$ cat src/rtl/ftv_pkg.sv
// Shared types for the frequency-target voltage loop.
package ftv_pkg;
    // How the reached frequency compares with the requested frequency.
    typedef enum logic [1:0] {
        VERDICT_ON    = 2'd0,
        VERDICT_SHORT = 2'd1,
        VERDICT_SPARE = 2'd2
    } verdict_t;
endpackage

$ cat src/rtl/ftv_tick_div.sv
// Tick divider: counts sample ticks and flags the tick on which an
// evaluation takes place (every eval_div+1 ticks).
// Assumes: eval_div is held steady between evaluations.
module ftv_tick_div #(
    parameter int DIV_W = 8
) (
    input  logic             clk,
    input  logic             rst_n,
    input  logic             sample_tick,
    input  logic [DIV_W-1:0] eval_div,
    output logic             eval_now
);
    logic [DIV_W-1:0] tick_cnt;

    // Evaluation fires on the tick that completes the count.
    always_comb eval_now = sample_tick && (tick_cnt >= eval_div);

    // Advance the count on each tick and wrap it after an evaluation.
    always_ff @(posedge clk) begin
        if (!rst_n) begin
            tick_cnt <= '0;
        end else if (sample_tick) begin
            if (eval_now) tick_cnt <= '0;
            else          tick_cnt <= tick_cnt + 1'b1;
        end
    end
endmodule

$ cat src/rtl/ftv_margin_judge.sv
// Margin judge: classifies the reached frequency against the target and
// registers the frequency ceiling (target plus one step, saturating).
// Assumes: the inner loop never exceeds the ceiling this block drives.
module ftv_margin_judge
    import ftv_pkg::*;
#(
    parameter int F_W = 8
) (
    input  logic           clk,
    input  logic           rst_n,
    input  logic [F_W-1:0] target_code,
    input  logic [F_W-1:0] meas_code,
    output verdict_t       verdict,
    output logic [F_W-1:0] f_ceiling
);
    localparam logic [F_W-1:0] F_TOP = {F_W{1'b1}};

    logic [F_W-1:0] cap_next;

    // Ceiling sits one code above target, held at the top code.
    always_comb cap_next = (target_code == F_TOP) ? target_code : target_code + 1'b1;

    // Anything above the target can only be the ceiling: spare margin.
    always_comb begin
        if (meas_code < target_code)      verdict = VERDICT_SHORT;
        else if (meas_code > target_code) verdict = VERDICT_SPARE;
        else                              verdict = VERDICT_ON;
    end

    // Register the ceiling toward the inner loop.
    always_ff @(posedge clk) begin
        if (!rst_n) f_ceiling <= '0;
        else        f_ceiling <= cap_next;
    end
endmodule

$ cat src/rtl/ftv_spare_streak.sv
// Spare streak: counts consecutive spare evaluations and grants a
// down-step when the run reaches dn_confirm (0 treated as 1).
// Assumes: verdict is valid whenever eval_now is high.
module ftv_spare_streak
    import ftv_pkg::*;
#(
    parameter int STK_W = 4
) (
    input  logic             clk,
    input  logic             rst_n,
    input  logic             eval_now,
    input  verdict_t         verdict,
    input  logic [STK_W-1:0] dn_confirm,
    output logic             lower_go
);
    logic [STK_W-1:0] run_cnt;
    logic [STK_W:0]   run_next;
    logic [STK_W:0]   need;

    // Length the run would reach with this evaluation, and length needed.
    always_comb begin
        run_next = {1'b0, run_cnt} + 1'b1;
        need     = (dn_confirm == '0) ? {{STK_W{1'b0}}, 1'b1} : {1'b0, dn_confirm};
    end

    // Grant a down-step when a spare evaluation completes the run.
    always_comb lower_go = eval_now && (verdict == VERDICT_SPARE) && (run_next >= need);

    // Grow the run on spare, restart it on grant or on any other verdict.
    always_ff @(posedge clk) begin
        if (!rst_n) begin
            run_cnt <= '0;
        end else if (eval_now) begin
            if (verdict != VERDICT_SPARE || lower_go) run_cnt <= '0;
            else                                      run_cnt <= run_next[STK_W-1:0];
        end
    end
endmodule

$ cat src/rtl/ftv_volt_step.sv
// Voltage stepper: holds the voltage code and moves it one code per
// evaluation, saturating at the programmed floor and ceiling.
// Assumes: v_floor <= v_ceil.
module ftv_volt_step
    import ftv_pkg::*;
#(
    parameter int V_W     = 8,
    parameter int V_START = 128
) (
    input  logic           clk,
    input  logic           rst_n,
    input  logic           eval_now,
    input  verdict_t       verdict,
    input  logic           lower_go,
    input  logic [V_W-1:0] v_floor,
    input  logic [V_W-1:0] v_ceil,
    output logic [V_W-1:0] v_code
);
    localparam logic [V_W-1:0] V_RST = V_W'(V_START);

    logic [V_W-1:0] v_next;

    // Choose the next code: raise on short, lower on a granted spare.
    always_comb begin
        v_next = v_code;
        if (verdict == VERDICT_SHORT) begin
            if (v_code < v_ceil) v_next = v_code + 1'b1;
        end else if (lower_go) begin
            if (v_code > v_floor) v_next = v_code - 1'b1;
        end
    end

    // Commit the new code only at evaluations.
    always_ff @(posedge clk) begin
        if (!rst_n)        v_code <= V_RST;
        else if (eval_now) v_code <= v_next;
    end
endmodule

$ cat src/rtl/freq_target_vloop.sv
// Frequency-target voltage loop top: paces evaluations, judges the reached
// frequency against the target, confirms spare margin and steps the
// supply voltage code. Assumes meas_code comes from an inner loop bounded
// by f_ceiling, and that all inputs are synchronous to clk.
module freq_target_vloop
    import ftv_pkg::*;
#(
    parameter int F_W     = 8,
    parameter int V_W     = 8,
    parameter int DIV_W   = 8,
    parameter int STK_W   = 4,
    parameter int V_START = 128
) (
    input  logic             clk,
    input  logic             rst_n,
    input  logic             sample_tick,
    input  logic [DIV_W-1:0] eval_div,
    input  logic [STK_W-1:0] dn_confirm,
    input  logic [F_W-1:0]   target_code,
    input  logic [F_W-1:0]   meas_code,
    input  logic [V_W-1:0]   v_floor,
    input  logic [V_W-1:0]   v_ceil,
    output logic [V_W-1:0]   v_code,
    output logic [F_W-1:0]   f_ceiling
);
    logic     eval_now;
    logic     lower_go;
    verdict_t verdict;

    ftv_tick_div #(.DIV_W(DIV_W)) u_div (
        .clk(clk), .rst_n(rst_n), .sample_tick(sample_tick),
        .eval_div(eval_div), .eval_now(eval_now)
    );

    ftv_margin_judge #(.F_W(F_W)) u_judge (
        .clk(clk), .rst_n(rst_n), .target_code(target_code),
        .meas_code(meas_code), .verdict(verdict), .f_ceiling(f_ceiling)
    );

    ftv_spare_streak #(.STK_W(STK_W)) u_streak (
        .clk(clk), .rst_n(rst_n), .eval_now(eval_now), .verdict(verdict),
        .dn_confirm(dn_confirm), .lower_go(lower_go)
    );

    ftv_volt_step #(.V_W(V_W), .V_START(V_START)) u_vstep (
        .clk(clk), .rst_n(rst_n), .eval_now(eval_now), .verdict(verdict),
        .lower_go(lower_go), .v_floor(v_floor), .v_ceil(v_ceil), .v_code(v_code)
    );
endmodule

$ cat config.mk
export PLATFORM = sky130hd
export DESIGN_NAME = freq_target_vloop
export DESIGN_NICKNAME = d
export VERILOG_FILES = /design/src/rtl/ftv_pkg.sv /design/src/rtl/ftv_tick_div.sv /design/src/rtl/ftv_margin_judge.sv /design/src/rtl/ftv_spare_streak.sv /design/src/rtl/ftv_volt_step.sv /design/src/rtl/freq_target_vloop.sv
export SDC_FILE = /design/constraint.sdc
export NUM_CORES = 1
export LEC_CHECK = 0
export ABC_AREA = 1
export BUFFER_PORTS_ARGS = -buffer_cell sky130_fd_sc_hd__buf_4
export CORE_ASPECT_RATIO = 1.25
export CORE_MARGIN = 1
export CORE_UTILIZATION = 29
export CTS_BUF_LIST = sky130_fd_sc_hd__clkbuf_2
export CTS_CLUSTER_DIAMETER = 30
export CTS_CLUSTER_SIZE = 8
export DETAILED_ROUTE_END_ITERATION = 7
export SYNTH_ARGS = -nofsm -noshare
export SYNTH_HDL_FRONTEND = slang
export SYNTH_SLANG_ARGS = --single-unit
$ cat constraint.sdc
create_clock -name clk -period 3.05 [get_ports clk]
set_input_delay 0.7625 -clock clk [delete_from_list [all_inputs] [get_ports clk]]
set_output_delay 0.7625 -clock clk [all_outputs]
set_load 0.005 [all_outputs]
Yosys cells after proc, flatten, opt, wreduce, memory -nomap -nowiden
Index checks and enable logic that the tools add are counted.
Storage, ports and cells
  register bits: 28
  logic and storage cells: 38
Cells by class
  add/subtract/negate cells: 5
  $lt $le $gt $ge: 6
  equal/unequal tests: 5
  mux-type cells: 10
  reductions and logical operators: 8
Operators by type and width (number)
  $mux W8: 6
  $add A8 B1 Y8 const B: 3
  $gt A8 B8 Y1: 2
  $lt A8 B8 Y1: 2
  $eq A8 B8 Y1 const B: 1
  $ge A8 B8 Y1: 1
  $mux W4: 2
  $sub A8 B1 Y8 const B: 1
  $add A4 B1 Y5 const B: 1
  $ge A5 B5 Y1: 1
  $logic_not A4 Y1: 1
  $mux W2: 2
  $ne A2 B2 Y1 const B: 2
  $reduce_and A4 Y1: 1
  $reduce_bool A2 Y1: 2
  $logic_and A1 B1 Y1: 3
  $eq A2 B1 Y1 const B: 1
  $eq A2 B2 Y1 const B: 1
  $logic_or A1 B1 Y1: 1

Longest topological paths before layout
Gate-level depths: netlist of run 1.
  depth in word-level cells: 8
  mapped depth: 22
  mapped depth without buffers: 21

Hierarchy
Synthesis of run 1 repeated with hierarchy kept, for this count alone.
Unflattened totals
  cells, all modules: 384
  area total of the unflattened synthesis: 2592.5 um^2
By module, submodules not included
  ftv_volt_step: times used 1, cells an instance 165, area an instance 1061.0 um^2, seq. area each 160.2 um^2
  ftv_margin_judge: times used 1, cells an instance 92, area an instance 616.8 um^2, seq. area each 160.2 um^2
  ftv_tick_div: times used 1, cells an instance 80, area an instance 576.8 um^2, seq. area each 160.2 um^2
  ftv_spare_streak: times used 1, cells an instance 47, area an instance 337.8 um^2, seq. area each 80.1 um^2

Worst setup path before layout of run 1
No wires, ideal clock.
  path kind: input -> register
  from: input port target_code[7]
  to: register u_vstep.v_code[7]
  data arrival time: 2.558 ns
  data required time: 2.935 ns
  slack: 0.377 ns
  cell stages on the path: 14
  path buffers: 1
  cells stage by stage: inv_1 > ha_1 > a21o_1 > nor2_4 > nand2_4 > buf_6 > ha_1 > nand2_1 > nor3_1 > nand2_1 > nand2_1 > nand2_1 > nand3_1 > nand2_1
On the way
  cells in the longest elaborated chain, start to end: 8
  elaborated cells on any way between the ends: 13
  those cells by class: order compare (2); eq/ne (3); mux (3); reduce/logical (5)
RTL lines
  from (decl): RTL line freq_target_vloop.sv:19  | input logic [F_W-1:0] target_code,
  $gt A8 B8 Y1: RTL line ftv_margin_judge.sv:26  | else if (meas_code > target_code) verdict = VERDICT_SPARE;
  $mux W2: RTL line ftv_margin_judge.sv:26
  $mux W2 *: RTL line ftv_margin_judge.sv:25  | if (meas_code < target_code) verdict = VERDICT_SHORT;
  $eq A2 B2 Y1: RTL line ftv_spare_streak.sv:27  | always_comb lower_go = eval_now && (verdict == VERDICT_SPARE) && (run_next >= need);
  $logic_and A1 B1 Y1 (2 in a row): RTL line ftv_spare_streak.sv:27
  $reduce_bool A2 Y1 (no source line)
  $reduce_and A4 Y1 (no source line)
  to (signal assigned): RTL line ftv_volt_step.sv:36  | else if (eval_now) v_code <= v_next;
  to (decl): RTL line ftv_volt_step.sv:17  | output logic [V_W-1:0] v_code
Mark *: on every way between the ends. The rest lies on a longest branch, timed or not.
A chain may end at the register's enable or synchronous reset.

Worst setup path after layout of run 1
Same ends and word-level chain as after synthesis.

==> metrics.yaml, run 1 <==
outcome:
  status: "finished with violations"
  violations: "DRC"
yosys:
  ys_warn_count: 0
  synthesis.area_mm2: 0.002495
  yosysSeqAreaShare_pct: 22.47
  postSynthAreaPerCell_um2: 6.817
  synth_top_family_by_area: "simple AND/OR/NAND/NOR gates"
  synth_area_leaders: "dfxtp_1, ha_1, nand2_1"
  synthSimpleGateAreaFrac_pct: 28.49
  syn_inst: 366
  synth_nets: 454
  synth_xor_xnor_area_share_pct: 3.862
  synth-compound-area-share_pct: 12.69
  synth_fa_ha_area_share_pct: 20.56
  yosysTopAreaCell: "dfxtp_1"
  ys_ff_latch: 28
  synth_cell_types: 34
  yosys-mux-area-fraction_pct: 0
  synthDominantCellAreaShare_pct: 22.47
finish:
  post-route-util_pct: 37.51
  nets: 518
  final_cell_mix: "nand2_1, inv_1, buf_4"
  drive_gt1_share_pct: 19.11
  diodes: 0
  final_common_cell: "nand2_1"
  area_growth_pct: 24.57
clock_network:
  post_cts_buffers: 0
  worstSkewPairLatency_ns: 0.38
  cts-resized-gates: 0
  cts_sinks: 28
  cts_max_level: 1
  root_buffer: "clkbuf_2"
  clockBufferDepth: 2
  numCtsBuffers: 3
  cts_tree: "done"
  clkTransAtPathRegs_ns: 0.29
  cts_hold_buf: 0
place:
  place_congestion: 0.8150
  port_buffers: 62
  post-dp-hpwl_mm: 4.784
  post-place-ws_ns: 0.1291
global_route:
  grt_usage_pct: 13.15
  grt_pass1_wl_mm: 9.722
  grt_pass1_vias: 2235
  overflow: 0
  grt_max_degree: 17
  antenna_found_initial: 0
run:
  drv_cap: 0
sta:
  slew_viol_final: 0
  timing.final.ws_setup_ns: 0.5798
  min_period_ns: 2.470
  relSlewSlack_pct: 69.42
  rsz0062_at_grt: "false"
  finalClockSkew_ns: 0.01082
  fmax_mhz: 404.8
  setup_viol: 0
  tightest_slew_ns: 0.4545
  fin_setup_tns_ns: 0
  hold_viol: 0
  fin_crit_sh_pct: 80.99
route:
  vias: 2465
  postRouteWirelength_mm: 5.726
  viasPerCell: 4.686
  first_pass_iters: 8
  drc: 3
  wl_per_cell_um: 10.89
  drt_iter0_drc: 119
  antenna_left: 0
critical_path:
  end_kind: "flop"
  required_ns: 3.38
  ff2ff_setup_slack_ns: 0.77
  crit_path_start_kind: "primary input"
  crit_arrival_ns: 2.80
  crit_chain: "buf_4, inv_1, ha_1, a21o_1, nor2_4, nand2_4, ha_1, nand2_1, nor3_1, nand2_1, nand2_1, nand2_1, nand3_1, nand2_1"
  worstSetupPathType: "in -> reg"
  cp_max_fo: 14
  critPathMaxStageDelay_ns: 0.39
  cpMostUsedCell: "nand2_1"
  crit_slowest_cell: "ha_1"
power_and_ir_drop:
  leakage_nw: 1.653
  p_per_area_mw_per_mm2: 267.0
  ir_drop_v: 0.0001468
die:
  io_pins: 63
  placementRows: 37
  die_h_um: 105.7
  chipWidth_um: 84.96
  start_util_pct: 30.11
  die-area_mm2: 0.008980
  coreArea_mm2: 0.008287
min_path:
  min-delay-path-class: "reg -> reg"
worst paths after layout:
path | start | end | cells past startpoint
max reg2reg | u_streak.run_cnt[0] | u_vstep.v_code[5] | 16
min reg2reg | u_streak.run_cnt[1] | u_streak.run_cnt[1] | 2
min | u_streak.run_cnt[1] | u_streak.run_cnt[1] | 2
max | target_code[7] | u_vstep.v_code[7] | 14
Yosys cell counts:
cell and count:
nand3_2 1, nand4_1 6, ha_1 41, nor3_1 7, o211ai_1 2, a211oi_1 3, nand2_2 4, a31o_2 1
o21ai_2 1, o41ai_1 1, a31oi_1 1, xor2_1 9, nor4_1 1, o21ai_0 13, dfxtp_1 28, nor2_1 24
nor3_2 2, nand2_1 76, o21ai_1 1, inv_1 73, a21o_1 1, buf_6 1, o21a_1 1, o2111ai_1 1
clkbuf_1 2, a21oi_2 2, nand2_4 2, a21oi_1 27, nor2_4 1, clkinv_2 1, nand3_1 27, nand3b_1 2
xnor2_1 2, nand3_4 1
sequential cells by signal (all words and copies together), names as in the netlist:
signal and count:
u_div.tick_cnt 8, u_judge.f_ceiling 8, u_streak.run_cnt 4, u_vstep.v_code 8
power by group:
group          switching [mW]  total (mW)  internal, mW
clock network           0.119       0.231         0.113
logic                   0.115       0.217         0.102
registers             0.00504       0.382         0.377
critical path, delay by kind of cell:
kind,cells,cell delay [ns]
and+or+nand+nor,9,0.93
adders and majority gates,2,0.66
buffers and inverters,2,0.25
AOI/OAI and AO/OA,1,0.21
layout make-up:
class,instances,area (um^2)
well taps,97,121.4
clock inverters,1,30.03
inverters,74,279.0
multi-input cells,261,1637
fillers,881,5179
repair buffers,62,465.4
clock buffers,3,15.01
flip-flops and latches,28,560.5
stage by stage:
step	total power, mW	hold WS [ns]	std cells	area, um^2
floorplan	0.5213	0.4673	366	2495
global placement	0.6020	0.4851	522	3063
detailed placement	0.6076	0.4895	522	3063
CTS	0.8424	0.5196	526	3108
global route	0.8862	0.5140	526	3108
finish	0.8297	0.5170	526	3108
per-layer routing:
metal,track usage [%],share of wire [%]
met4,3.511,0.44
met1,15.89,45
met3,2.114,4.6
met2,23.79,50
met5,0,0
cell families (layout without fill, tap and decap cells):
kind of cell	count (synthesis)	in the layout
simple gates	154	154
fa+ha+maj	41	41
buf+inv	77	140
compound gates	55	55
xor+xnor	11	11
flops	28	28
Power figures use the tool's default switching activity.
==> inputs of run 2 (changes only) <==
- clock period: 3.05 -> 2.3 ns (I/O delays scaled with it)
==> metrics.yaml, run 2 (synthesis gave the netlist of run 1 again) <==
outcome:
  status: "finished with violations"
  violations: "DRC"
finish:
  diodes: 0  # unchanged
  final_common_cell: "buf_4"
  area_growth_pct: 41.22
  top_regs: "u_div.tick_cnt x8, u_judge.f_ceiling x8, u_vstep.v_code x8"
  nets: 559  # +7.9%
  post-route-util_pct: 42.52  # +5.0 points
  fin_area_mm2: 0.003523  # +13%
  final_cell_mix: "buf_4, nand2_1, inv_1"
  fillers: 884  # +0.34%
  drive_gt1_share_pct: 30.85  # +12 points
sta:
  setup_viol: 0  # unchanged
  slew_viol_final: 0  # unchanged
  finalClockSkew_ns: 0.03640  # +0.02558 ns
  fin_crit_sh_pct: 97.37
  min_period_ns: 2.240
  relSlewSlack_pct: 69.44  # about the same
  fmax_mhz: 446.5
  hold_viol: 0  # unchanged
  tightest_slew_ns: 0.4579  # +0.003379 ns
  rsz0062_at_grt: "true"
  timing.final.ws_setup_ns: 0.06045  # -0.5194 ns
  fin_setup_tns_ns: 0  # unchanged
clock_network:
  cts_sinks: 28  # unchanged
  cts_max_level: 1  # unchanged
  root_buffer: "clkbuf_2"
  cts_tree: "done"
  clkTransAtPathRegs_ns: 0.31  # +0.02 ns
  worstSkewPairLatency_ns: 0.40  # +0.02 ns
  cts_hold_buf: 0  # unchanged
  numCtsBuffers: 3  # unchanged
  clockBufferDepth: 2  # unchanged
die:
  io_pins: 63  # unchanged
  chipWidth_um: 84.96  # unchanged
  die-area_mm2: 0.008980  # unchanged
  die_h_um: 105.7  # unchanged
  placementRows: 37  # unchanged
  start_util_pct: 30.11  # unchanged
  coreArea_mm2: 0.008287  # unchanged
route:
  antenna_left: 0  # unchanged
  first_pass_iters: 6  # -2
  viasPerCell: 4.668  # -0.38%
  postRouteWirelength_mm: 6.225  # +8.7%
  vias: 2647  # +7.4%
  drt_iter0_drc: 88  # -26%
  wl_per_cell_um: 10.98  # +0.85%
  drc: 3  # unchanged
min_path:
  worstHoldStart: "target_code[0]"
  hold_path_end: "u_judge.f_ceiling[0]"
  holdPathStages: 3  # +1
  min-delay-path-class: "in -> reg"
critical_path:
  cp_max_fo: 7  # -7
  crit_start: "u_streak.run_cnt[1]"
  crit_arrival_ns: 2.55  # -0.25 ns
  critPathMaxStageDelay_ns: 0.41  # +0.02 ns
  required_ns: 2.61  # -0.77 ns
  ff2ff_setup_slack_ns: 0.06  # -0.71 ns
  end_kind: "flop"
  r2r-start: "u_streak.run_cnt[1]"
  crit_slowest_cell: "dfxtp_2"
  r2r_end: "u_vstep.v_code[5]"
  worstSetupPathType: "reg -> reg"
  crit_path_start_kind: "flop"
  crit_family: "simple AND/OR/NAND/NOR gates"
  cpMostUsedCell: "nand2_1"
  reg2reg_depth: 16  # unchanged
  crit_buf_inv: 3  # +1
  crit_chain: "ha_4, xor2_2, ha_1, nand2_1, inv_1, nand4_1, nand4_1, nand2_1, nor2_1, nand2_1, nand2_2, nand3_4, inv_6, nand3_1, nand2_1, inv_1"
global_route:
  grt_pass1_wl_mm: 10.63  # +9.3%
  grt_usage_pct: 14.42  # +1.3 points
  overflow: 0  # unchanged
  antenna_found_initial: 0  # unchanged
  grt_pass1_vias: 2554  # +14%
  grt_max_degree: 17  # unchanged
place:
  place_congestion: 0.8792  # +7.9%
  post_dp_cell_area_mm2: 0.003418  # +12%
  post-place-ws_ns: -0.1546  # -0.2836 ns
  port_buffers: 62  # unchanged
  post-dp-hpwl_mm: 5.174  # +8.1%
run:
  drv_cap: 0  # unchanged
power_and_ir_drop:
  p_per_area_mw_per_mm2: 336.1  # +26%
  leakage_nw: 1.838  # +11%
  totalPowerFinal_mw: 1.184  # +43%
  ir_drop_v: 0.0002093  # +43%
[run 2: changes by cell type in the layout (fill, tap and decap cells not counted), moves of 3 or more]
| cell | previous run | this run |
|---|---|---|
| buf_4 | 62 | 101 |
| dfxtp_1 | 28 | 25 |
| dfxtp_2 | 0 | 3 |
| ha_1 | 41 | 37 |
| ha_4 | 0 | 4 |
| inv_1 | 73 | 69 |
| inv_2 | 0 | 3 |
| nand2_1 | 76 | 72 |
| nand2_2 | 4 | 8 |
| nand3_2 | 1 | 4 |
[run 2: power breakdown]
group / internal, mW / switching (mW)
clock: 0.149 / 0.160
combinational: 0.193 / 0.177
sequential: 0.499 / 0.00614
[run 2: how the worst max path moves through the flow]
stage | endpoint | slack, ns | cells past startpoint
global route | u_vstep.v_code[4] | -0.05 | 16
CTS | u_vstep.v_code[5] | 0.01 | 16
finish | u_vstep.v_code[5] | 0.06 | 16
global placement | u_vstep.v_code[5] | -0.15 | 16
floorplan | u_vstep.v_code[6] | -0.02 | 18
detailed placement | u_vstep.v_code[5] | -0.15 | 16
[run 2: through the flow]
stage	instances	hold WS (ns)
after floorplan	366	0.4673
after global placement	560	0.4806
after detailed placement	560	0.4848
after CTS	564	0.4329
after global routing	567	0.4029
final	567	0.4313
[run 2: cell type report]
type                       count  area, um^2  share of cell area (%)
multi-input combinational    262        1737                   49.29
timing repair buffer         102       769.5                   21.84
sequential                    28       564.3                   16.02
inverter                      74       286.5                   8.132
tap                           97       121.4                   3.445
clock inverter                 1       30.03                  0.8523
clock buffer                   3       15.01                  0.4261
[run 2: tightest hold or removal path, cell delays in order]
cell and delay (ns):
buf_4 0.09, buf_4 0.12, a21oi_1 0.06
[run 2: repair_timing]
action / in CTS / in global routing
resized for setup: 0 / 10
buffers inserted: 0 / 2
endpoints found under the setup margin: 0 / 8
[run 2: metal layers]
layer / global-route usage, % / share of wire, % / wire length, um
met3: 1.644 / 4.4 / 272
met1: 16.40 / 43 / 2663
met5: 0 / 0 / 0
met4: 3.269 / 1.2 / 72
met2: 28.11 / 52 / 3216
==> inputs of run 3 (changes only) <==
- GPL_TIMING_DRIVEN: default -> 0
==> metrics.yaml, run 3 (synthesis gave the netlist of run 1 again) <==
clock_network:
  root_buffer: "clkbuf_2"
  cts_sinks: 28  # unchanged
  cts_tree: "done"
  worstSkewPairLatency_ns: 0.37  # -0.03 ns
  cts_max_level: 1  # unchanged
  clkTransAtPathRegs_ns: 0.28  # -0.03 ns
  clockBufferDepth: 2  # unchanged
  numCtsBuffers: 3  # unchanged
  cts_hold_buf: 0  # unchanged
critical_path:
  crit_arrival_ns: 2.53  # -0.02 ns
  ff2ff_setup_slack_ns: 0.11  # +0.05 ns
  cp_max_fo: 7  # unchanged
  end_kind: "flop"
  required_ns: 2.64  # +0.03 ns
  crit_path_start_kind: "flop"
  reg2reg_depth: 15  # -1
  r2r-start: "u_streak.run_cnt[0]"
  r2r_end: "u_vstep.v_code[3]"
  worstSetupPathType: "reg -> reg"
sta:
  finalClockSkew_ns: 0.005112  # -0.03129 ns
  timing.final.ws_setup_ns: 0.1111  # +0.05066 ns
  relSlewSlack_pct: 65.33  # -4.1 points
  holdWs_ns: 0.3723  # -0.05901 ns
  fin_crit_sh_pct: 95.17  # -2.2 points
  min_period_ns: 2.189  # -0.05066 ns
  hold_viol: 0  # unchanged
  rsz0062_at_grt: "true"
  fmax_mhz: 456.9  # +2.3%
  slew_viol_final: 0  # unchanged
  tightest_slew_ns: 0.5201  # +0.06222 ns
  fin_setup_tns_ns: 0  # unchanged
  setup_viol: 0  # unchanged
die:
  placementRows: 37  # unchanged
  die_h_um: 105.7  # unchanged
  io_pins: 63  # unchanged
  coreArea_mm2: 0.008287  # unchanged
  start_util_pct: 30.11  # unchanged
  die-area_mm2: 0.008980  # unchanged
  chipWidth_um: 84.96  # unchanged
route:
  postRouteWirelength_mm: 6.232  # +0.11%
  vias: 2556  # -3.4%
  wl_per_cell_um: 11.63  # +5.9%
  drc: 3  # unchanged
  viasPerCell: 4.769  # +2.1%
  antenna_left: 0  # unchanged
  first_pass_iters: 6  # unchanged
  drt_iter0_drc: 86  # -2.3%
place:
  port_buffers: 62  # unchanged
  post-dp-hpwl_mm: 5.043  # -2.5%
  post-place-ws_ns: -0.4071  # -0.2525 ns
  place_congestion: 0.7986  # -9.2%
global_route:
  grt_pass1_wl_mm: 10.46  # -1.6%
  overflow: 0  # unchanged
  antenna_found_initial: 0  # unchanged
  grt_usage_pct: 14.15  # -0.26 points
  grt_pass1_vias: 2430  # -4.9%
  grt_max_degree: 17  # unchanged
finish:
  post-route-util_pct: 40.60  # -1.9 points
  diodes: 0  # unchanged
  top_regs: "u_div.tick_cnt x8, u_judge.f_ceiling x8, u_vstep.v_code x8"
  fillers: 887  # +0.34%
  drive_gt1_share_pct: 27.11  # -3.7 points
  final_cell_mix: "nand2_1, inv_1, buf_4"
  final_common_cell: "nand2_1"
  area_growth_pct: 34.85
  nets: 528  # -5.5%
min_path:
  holdPathStages: 2  # -1
  hold_path_end: "u_judge.f_ceiling[6]"
  min-delay-path-class: "in -> reg"
  worstHoldStart: "target_code[6]"
power_and_ir_drop:
  ir_drop_v: 0.0001947  # -7.0%
  leakage_nw: 1.699  # -7.5%
  p_per_area_mw_per_mm2: 339.2  # +0.93%
run:
  drv_cap: 0  # unchanged
outcome:
  status: "finished with violations"
  violations: "DRC"
## run 3: cell count changes in the layout (fill, tap and decap cells not counted), moves of 2 or more
cell,change
nand2_1,-3
nand3_2,+3
dfxtp_2,-3
nand3_1,-3
buf_4,-34
dfxtp_4,+3
nand2_2,+2
buf_12,+2
clkbuf_1,+2
## run 3: critical path: stages (launching register included)
cell,delay (ns)
dfxtp_4,0.43
ha_4,0.18
xor2_4,0.16
ha_4,0.28
nand2_2,0.04
inv_1,0.04
nand4_1,0.08
nand4_1,0.16
nand2_1,0.07
nor2_1,0.10
nand2_1,0.07
nand2_2,0.12
nand3_4,0.13
clkinv_4,0.11
o21ai_1,0.06
nor2_1,0.12
## run 3: where the power goes
part           internal, mW  leakage, nW  total (mW)  switching, mW
combinational         0.157         1.44       0.334          0.177
clock                 0.149       0.0266       0.305          0.156
sequential            0.496        0.231       0.502        0.00634
## run 3: metal layers
layer	routed length, um	GRT usage (%)
met5	0	0
met4	25	2.300
met3	184	1.644
met2	3303	27.88
met1	2719	16.20
## run 3: how the worst max path moves through the flow
stage                   startpoint                end  cells after the start
2_1_floorplan       target_code[5]  u_vstep.v_code[6]                     18
3_3_place_gp        target_code[5]  u_vstep.v_code[4]                     20
3_5_place_dp        target_code[5]  u_vstep.v_code[4]                     20
4_1_cts        u_streak.run_cnt[0]  u_vstep.v_code[5]                     16
5_1_grt        u_streak.run_cnt[0]  u_vstep.v_code[0]                     15
6_report       u_streak.run_cnt[0]  u_vstep.v_code[3]                     15
## run 3: repair_timing
action                     CTS  global route
hold endpoints to repair     0             0
gates resized for setup      4            18
pin swaps                    0            12
gates cloned                 0             1
buffers inserted             0             6
setup endpoints to repair    9            12
## run 3: cell type report
type                            count  area [um^2]  area share (%)
Multi-Input combinational cell    262         1789           53.18
Buffer                              3        27.53          0.8181
Tap cell                           97        121.4           3.607
Inverter                           74        286.5           8.516
Sequential cell                    28        571.8           17.00
Timing Repair Buffer               68        523.0           15.54
Clock buffer                        3        15.01          0.4463
Clock inverter                      1        30.03          0.8925
## run 3: per-stage QoR
step | area (um^2) | cells | total power, mW
6_report | 3364 | 536 | 1.141
3_3_place_gp | 3156 | 525 | 0.8271
4_1_cts | 3216 | 529 | 1.144
5_1_grt | 3364 | 536 | 1.219
3_5_place_dp | 3156 | 525 | 0.8361
2_1_floorplan | 2569 | 366 | 0.7093
